File: config.mk
export PLATFORM = sky130hd
export DESIGN_NAME = dmac_csr
export DESIGN_NICKNAME = d
export VERILOG_FILES = /design/src/rtl/dmac_csr.sv
export SDC_FILE = /design/constraint.sdc
export NUM_CORES = 2
export LEC_CHECK = 0
export ABC_CLOCK_PERIOD_IN_PS = 4700
export CAP_MARGIN = 20
export CORE_UTILIZATION = 40
export CTS_CLUSTER_DIAMETER = 40
export DETAILED_ROUTE_END_ITERATION = 10
export SLEW_MARGIN = 20
export SYNTH_ARGS = -nofsm -noshare
export SYNTH_HDL_FRONTEND = slang
export SYNTH_SLANG_ARGS = --single-unit
File: constraint.sdc
create_clock -name clk -period 4.7 [get_ports clk]
set_input_delay 0.94 -clock clk [delete_from_list [all_inputs] [get_ports clk]]
set_output_delay 0.94 -clock clk [all_outputs]
set_load 0.01 [all_outputs]
File: src/rtl/dmac_csr.sv
module dmac_csr #(
  parameter int NCH = 64,
  parameter int AW  = 10
) (
  input  logic                   clk,
  input  logic                   rst_n,
  input  logic                   bus_we,
  input  logic [AW-1:0]          bus_addr,
  input  logic [31:0]            bus_wdata,
  output logic [31:0]            bus_rdata,
  input  logic [NCH-1:0]         hw_req,
  input  logic [NCH-1:0]         evt_done,
  input  logic                   err_report,
  input  logic [$clog2(NCH)-1:0] err_chan,
  input  logic [9:0]             err_kind,
  output logic [NCH-1:0]         req_en,
  output logic [NCH-1:0]         start_pulse,
  output logic                   irq
);
  localparam int CW  = $clog2(NCH);
  localparam int WW  = AW - 2;
  localparam int NPW = NCH / 4;
  localparam int PIW = (NPW > 1) ? $clog2(NPW) : 1;
  localparam logic [63:0] CHMASK = (NCH >= 64) ? {64{1'b1}} : ((64'd1 << NCH) - 64'd1);
  localparam logic [31:0] CTRL_MASK = 32'h8000_000C;

  localparam logic [WW-1:0] A_CTRL  = WW'(8'h00), A_ESTAT = WW'(8'h01);
  localparam logic [WW-1:0] A_REQH  = WW'(8'h02), A_REQL  = WW'(8'h03);
  localparam logic [WW-1:0] A_EIEH  = WW'(8'h04), A_EIEL  = WW'(8'h05);
  localparam logic [WW-1:0] A_INTH  = WW'(8'h06), A_INTL  = WW'(8'h07);
  localparam logic [WW-1:0] A_ERRH  = WW'(8'h08), A_ERRL  = WW'(8'h09);
  localparam logic [WW-1:0] A_HRSH  = WW'(8'h0A), A_HRSL  = WW'(8'h0B);
  localparam logic [WW-1:0] A_DONH  = WW'(8'h0C), A_DONL  = WW'(8'h0D);
  localparam logic [WW-1:0] A_SREQ  = WW'(8'h10), A_CREQ  = WW'(8'h11);
  localparam logic [WW-1:0] A_SEIE  = WW'(8'h12), A_CEIE  = WW'(8'h13);
  localparam logic [WW-1:0] A_CINT  = WW'(8'h14), A_CERR  = WW'(8'h15);
  localparam logic [WW-1:0] A_SSTRT = WW'(8'h16), A_CDONE = WW'(8'h17);
  localparam logic [WW-1:0] A_PRIO  = WW'(8'h40);

  logic [31:0] ctrl, estat;
  logic [63:0] reqen, eie, intf, errf, donef, startq;
  logic [63:0] reqen_n, eie_n, intf_n, errf_n, donef_n;
  logic [8*NCH-1:0] prio;

  logic [WW-1:0] wa, pword;
  logic          wr, prio_hit;
  logic [CW-1:0] idx;
  logic [63:0]   idx_oh, err_oh, done64, hrs64;

  assign wa       = bus_addr[AW-1:2];
  assign wr       = bus_we && (bus_addr[1:0] == 2'b00);
  assign idx      = bus_wdata[CW-1:0];
  assign idx_oh   = CHMASK & (64'd1 << idx);
  assign err_oh   = err_report ? (CHMASK & (64'd1 << err_chan)) : 64'd0;
  assign done64   = 64'(evt_done);
  assign hrs64    = 64'(hw_req);
  assign pword    = wa - A_PRIO;
  assign prio_hit = (wa >= A_PRIO) && (pword < WW'(NPW));

  logic s_req, c_req, s_eie, c_eie, c_int, c_err, s_strt, c_done;
  assign s_req  = wr && (wa == A_SREQ);
  assign c_req  = wr && (wa == A_CREQ);
  assign s_eie  = wr && (wa == A_SEIE);
  assign c_eie  = wr && (wa == A_CEIE);
  assign c_int  = wr && (wa == A_CINT);
  assign c_err  = wr && (wa == A_CERR);
  assign s_strt = wr && (wa == A_SSTRT);
  assign c_done = wr && (wa == A_CDONE);

  always_comb begin
    reqen_n = reqen;
    if (wr && wa == A_REQH) reqen_n[63:32] = bus_wdata;
    if (wr && wa == A_REQL) reqen_n[31:0]  = bus_wdata;
    if (s_req) reqen_n = reqen_n | idx_oh;
    if (c_req) reqen_n = reqen_n & ~idx_oh;
    reqen_n = reqen_n & CHMASK;

    eie_n = eie;
    if (wr && wa == A_EIEH) eie_n[63:32] = bus_wdata;
    if (wr && wa == A_EIEL) eie_n[31:0]  = bus_wdata;
    if (s_eie) eie_n = eie_n | idx_oh;
    if (c_eie) eie_n = eie_n & ~idx_oh;
    eie_n = eie_n & CHMASK;

    intf_n = intf;
    if (wr && wa == A_INTH) intf_n[63:32] = intf_n[63:32] & ~bus_wdata;
    if (wr && wa == A_INTL) intf_n[31:0]  = intf_n[31:0] & ~bus_wdata;
    if (c_int) intf_n = intf_n & ~idx_oh;
    intf_n = (intf_n | done64) & CHMASK;

    errf_n = errf;
    if (wr && wa == A_ERRH) errf_n[63:32] = errf_n[63:32] & ~bus_wdata;
    if (wr && wa == A_ERRL) errf_n[31:0]  = errf_n[31:0] & ~bus_wdata;
    if (c_err) errf_n = errf_n & ~idx_oh;
    errf_n = (errf_n | err_oh) & CHMASK;

    donef_n = donef;
    if (c_done) donef_n = donef_n & ~idx_oh;
    donef_n = (donef_n | done64) & CHMASK;
  end

  always_ff @(posedge clk or negedge rst_n) begin
    if (!rst_n) begin
      ctrl   <= '0;
      estat  <= '0;
      reqen  <= '0;
      eie    <= '0;
      intf   <= '0;
      errf   <= '0;
      donef  <= '0;
      startq <= '0;
      for (int c = 0; c < NCH; c++) prio[8*c +: 8] <= 8'(c);
    end else begin
      reqen  <= reqen_n;
      eie    <= eie_n;
      intf   <= intf_n;
      errf   <= errf_n;
      donef  <= donef_n;
      startq <= s_strt ? idx_oh : 64'd0;
      if (wr && wa == A_CTRL) ctrl <= bus_wdata & CTRL_MASK;
      if (err_report && (!estat[31] || c_err))
        estat <= {1'b1, 15'd0, err_kind[9:8], 6'(err_chan), err_kind[7:0]};
      else if (c_err)
        estat <= '0;
      if (wr && prio_hit) prio[32*pword[PIW-1:0] +: 32] <= bus_wdata;
    end
  end

  always_comb begin
    bus_rdata = '0;
    case (wa)
      A_CTRL:  bus_rdata = ctrl;
      A_ESTAT: bus_rdata = estat;
      A_REQH:  bus_rdata = reqen[63:32];
      A_REQL:  bus_rdata = reqen[31:0];
      A_EIEH:  bus_rdata = eie[63:32];
      A_EIEL:  bus_rdata = eie[31:0];
      A_INTH:  bus_rdata = intf[63:32];
      A_INTL:  bus_rdata = intf[31:0];
      A_ERRH:  bus_rdata = errf[63:32];
      A_ERRL:  bus_rdata = errf[31:0];
      A_HRSH:  bus_rdata = hrs64[63:32];
      A_HRSL:  bus_rdata = hrs64[31:0];
      A_DONH:  bus_rdata = donef[63:32];
      A_DONL:  bus_rdata = donef[31:0];
      default: if (prio_hit) bus_rdata = prio[32*pword[PIW-1:0] +: 32];
    endcase
  end

  assign req_en      = reqen[NCH-1:0];
  assign start_pulse = startq[NCH-1:0];
  assign irq         = (|intf) || (|(errf & eie));

  a_r10_start_onehot: assert property (@(posedge clk) disable iff (!rst_n)
    $onehot0(start_pulse));
  a_r10_start_follows: assert property (@(posedge clk) disable iff (!rst_n)
    (bus_we && bus_addr[1:0] == 2'b00 && wa == A_SSTRT) |=> start_pulse[$past(bus_wdata[CW-1:0])]);
  a_r8_status_held: assert property (@(posedge clk) disable iff (!rst_n)
    (estat[31] && !c_err) |=> $stable(estat));
  a_r7_flag_set: assert property (@(posedge clk) disable iff (!rst_n)
    err_report |=> errf[$past(err_chan)]);
  a_r5_event_kept: assert property (@(posedge clk) disable iff (!rst_n)
    (|evt_done) |=> ((intf[NCH-1:0] & $past(evt_done)) == $past(evt_done)));
  a_r9_irq_on_flag: assert property (@(posedge clk) disable iff (!rst_n)
    (|intf) |-> irq);
endmodule

==> out/qor.csv <==
stage;metric;value;unit
status;status;finished clean;
sta;fin_ws;0.0587;ns
place;io_buffers;350;
route;wl_per_cell;33.1;um
sta;slew_headroom;15.1;%
clock_network;htree_num_levels;4;
power_and_ir_drop;p_leak;0.0234;uW
final_layout;stdcell_count;6867;
route;postRouteAntennaNets;0;
clock_network;clock_path_buffers;3;
global_route;grt_pass1_wl;321;mm
synthesis;dominantRegCellSynth;dfrtp_1;
setup_path;cp_common_cell;buf_4;
job;drv_cap;0;
die;coreArea;0.113;mm^2
final_layout;fin_area;0.0580;mm^2
clock_network;clk_pin_slew;0.05;ns
setup_path;start_kind;input pin;
setup_path;timing.critical_path.cells;buf_6 > buf_4 > mux4_2 > mux2i_1 > buf_4 > o22a_1 > buf_4 > o2111ai_1 > clkdlybuf4s50_1;
setup_path;r2r_cells;4;
final_layout;drive_gt1_share;19.4;%
global_route;grt_pass1_vias;41400;
sta;max_freq;215;MHz
final_layout;syn_to_final_growth;26.5;%
clock_network;cts_tree;done;
synthesis;ys_types;74;
clock_network;insertion_delay;0.75;ns
sta;finalClockSkew;0.00844;ns
power_and_ir_drop;powerDensity;363;mW/mm^2
place;dp_hpwl;160;mm
setup_path;critical_path_class;input pin to output pin;
clock_network;cts_made_buffers;144;
synthesis;synthSimpleGateAreaFrac;17.5;%
place;place_inst;6597;
global_route;antenna_found_initial;10;
synthesis;synthAdderAreaFrac;0.136;%
sta;finalSetupViolCount;0;
clock_network;cts.root.buffer_cell;clkbuf_16;
synthesis;async_flop_share;100;%
setup_path;cp.arrival;3.70;ns
power_and_ir_drop;peakVddDrop;0.360;mV
setup_path;worstReg2RegEnd;estat[7];
route;finalWirelength;227;mm
route;routed_via_density;6.26;
final_layout;fin_nets;5438;
setup_path;crit_end;bus_rdata[7];
setup_path;crit_path_end_kind;output pin;
setup_path;crit_required;3.76;ns
sta;min_period;4.64;ns
place;placed_area;0.0530;mm^2
synthesis;muxShareOfSynthArea;8.44;%
die;num_rows;123;
synthesis;yosysSeqAreaShare;50.5;%
setup_path;crit_slowest_cell;mux4_2;
synthesis;synth_top_family_by_area;compound AO/OA/AOI/OAI gates;
route;drtPass1Iterations;8;
synthesis;syn_avg_cell_area;9.50;um^2
die;die_h;341;um
clock_network;postCtsSetupBuffers;0;
synthesis;synth_fp_nets;5025;
route;num_vias;43000;
synthesis;synthXorXnorAreaFrac;0.0545;%
synthesis;ys_warn_count;0;
sta;finalCritPeriodShare;98.8;%
sta;slew_viol_final;0;
setup_path;critPathLaunch;bus_addr[3];
global_route;gr-usage-all-layers;38.8;%
route;first_iter_violations;5865;
synthesis;synth_seq_cells;916;
die;die_w;341;um
sta;hold_viol_final;0;
die;io_pins;351;
die;dieArea;0.116;mm^2
hold_path;hold_class;input pin to asynchronous set/reset pin;
synthesis;syn_area;0.0459;mm^2
die;initial_core_util;40.6;%
synthesis;synth_compound_area_share;18.6;%
sta;max_slew.worst_pin.slew;1.26;ns
route;route.detailed.drc;0;
final_layout;n_fill_cell;10300;
global_route;grt_max_degree;95;
global_route;globalRouteOverflowTotal;0;
setup_path;rr_startpoint;estat[31];
setup_path;r2r_slack;3.25;ns
setup_path;cp_max_fo;25;
setup_path;cpPeakStageDelay;0.56;ns
synthesis;synth_edf_count;0;
power_and_ir_drop;fin_total_pwr;21100;uW
sta;hold-worst-slack;0.278;ns
clock_network;cts.sinks;916;
synthesis;syn_inst;4830;
place;place_ws;-0.113;ns
place;place_congestion;1.04;
## metal layers
layer | share of wire (%) | wire length, um | track usage [%]
met1 | 39 | 89000 | 51.5
met2 | 44 | 99600 | 57.9
met3 | 11 | 25000 | 10.8
met4 | 5.9 | 13500 | 20.5
met5 | 0.025 | 56 | 0
## report_power, final
group	switching (uW)	leakage [uW]	internal [uW]
Clock	4200	0.00240	6790
Sequential	253	0.0111	8050
Combinational	1160	0.00989	635
Total	5610	0.0234	15500
## critical path: cells and delay by family
kind | cells | cell delay [ns]
muxes | 2 | 0.75
AOI/OAI and AO/OA | 2 | 0.39
buffers and inverters | 5 | 1.56
## stage by stage
stage / setup TNS, ns / utilization [%]
after CTS: 0 / 51.2
after global routing: -0.00116 / 51.3
final: 0 / 51.3
after detailed placement: -0.305 / 46.8
after global placement: -0.334 / 46.8
after floorplan: 0 / -
## state kept, by name (all words and copies together) (netlist names)
| signal | flops |
|---|---|
| ctrl | 3 |
| donef | 64 |
| eie | 64 |
| errf | 64 |
| estat | 17 |
| intf | 64 |
| prio | 512 |
| req_en | 64 |
| start_pulse | 64 |
## synth_stat cells, types with 20 or more instances
master    instances  area [um^2]
mux2_2           21          236
a21o_1           96          721
a22oi_1         301         2260
o21ai_0         438         2190
dfrtp_1         724        18100
o22ai_1          23          144
nor2_1          138          518
and2_1           37          231
a32oi_1          43          377
a22o_1           92          806
nor3_1           98          490
a221oi_1         52          455
nand4_1          30          188
nand2_1        1265         4750
dfstp_2         192         5040
mux4_2          129         2910
a21oi_1          87          435
buf_2            74          370
nor4_1           20          125
inv_1            87          327
nand3_1         215         1080
a31o_1           32          280
clkbuf_1        335         1260
mux2i_1          70          701
## repair_timing
| item | in CTS | in global routing |
|---|---|---|
| resized for setup | 8 | 22 |
| hold buffers | 0 | 0 |
| gates cloned | 0 | 0 |
| pin swaps | 0 | 2 |
| endpoints found under the setup margin | 8 | 21 |
## final cells by class
cell class,instances,area [um^2],area share [%]
sequential,916,23200,39.9
inverter,90,338,0.582
multi-input combinational,3380,20900,36.0
antenna,3,7.51,0.0129
clock inverter,86,992,1.71
timing repair buffer,711,6820,11.7
tap,1500,1880,3.23
clock buffer,181,3970,6.84
## cells by family after synthesis
| group | count (synthesis) |
|---|---|
| adders and majority gates | 5 |
| muxes | 223 |
| xor gates and xnor gates | 2 |
| AOI/OAI and AO/OA | 1269 |
| buffers and inverters | 534 |
| DFF | 916 |
| and+or+nand+nor | 1881 |
## worst min path at each step
stage / to / cells past startpoint / slack (ns)
after floorplan: prio[67] / 2 / 0.43
after global placement: prio[57] / 2 / 0.44
after detailed placement: prio[114] / 2 / 0.44
after CTS: req_en[0] / 1 / 0.29
after global routing: req_en[0] / 1 / 0.32
final: req_en[0] / 1 / 0.28
## cells in the final DEF (no fill, tap or decap), drive strengths merged, types with 10 or more instances in the layout
| cell | instances |
|---|---|
| nand2 | 1266 |
| dfrtp | 724 |
| o21ai | 456 |
| buf | 368 |
| clkdlybuf4s50 | 338 |
| a22oi | 301 |
| nand3 | 215 |
| dfstp | 192 |
| clkbuf | 182 |
| nor2 | 140 |
| mux4 | 129 |
| inv | 109 |
| nor3 | 101 |
| a21o | 96 |
| a22o | 92 |
| a21oi | 87 |
| mux2i | 70 |
| a221oi | 52 |
| a32oi | 43 |
| and2 | 38 |
| clkinv | 38 |
| a31o | 32 |
| nand4 | 30 |
| nor4 | 29 |
| mux2 | 24 |
| o22ai | 23 |
| clkinvlp | 16 |
| and3 | 13 |
| bufinv | 13 |
| o2bb2ai | 13 |
| a222oi | 10 |
Power figures use the tool's default switching activity.
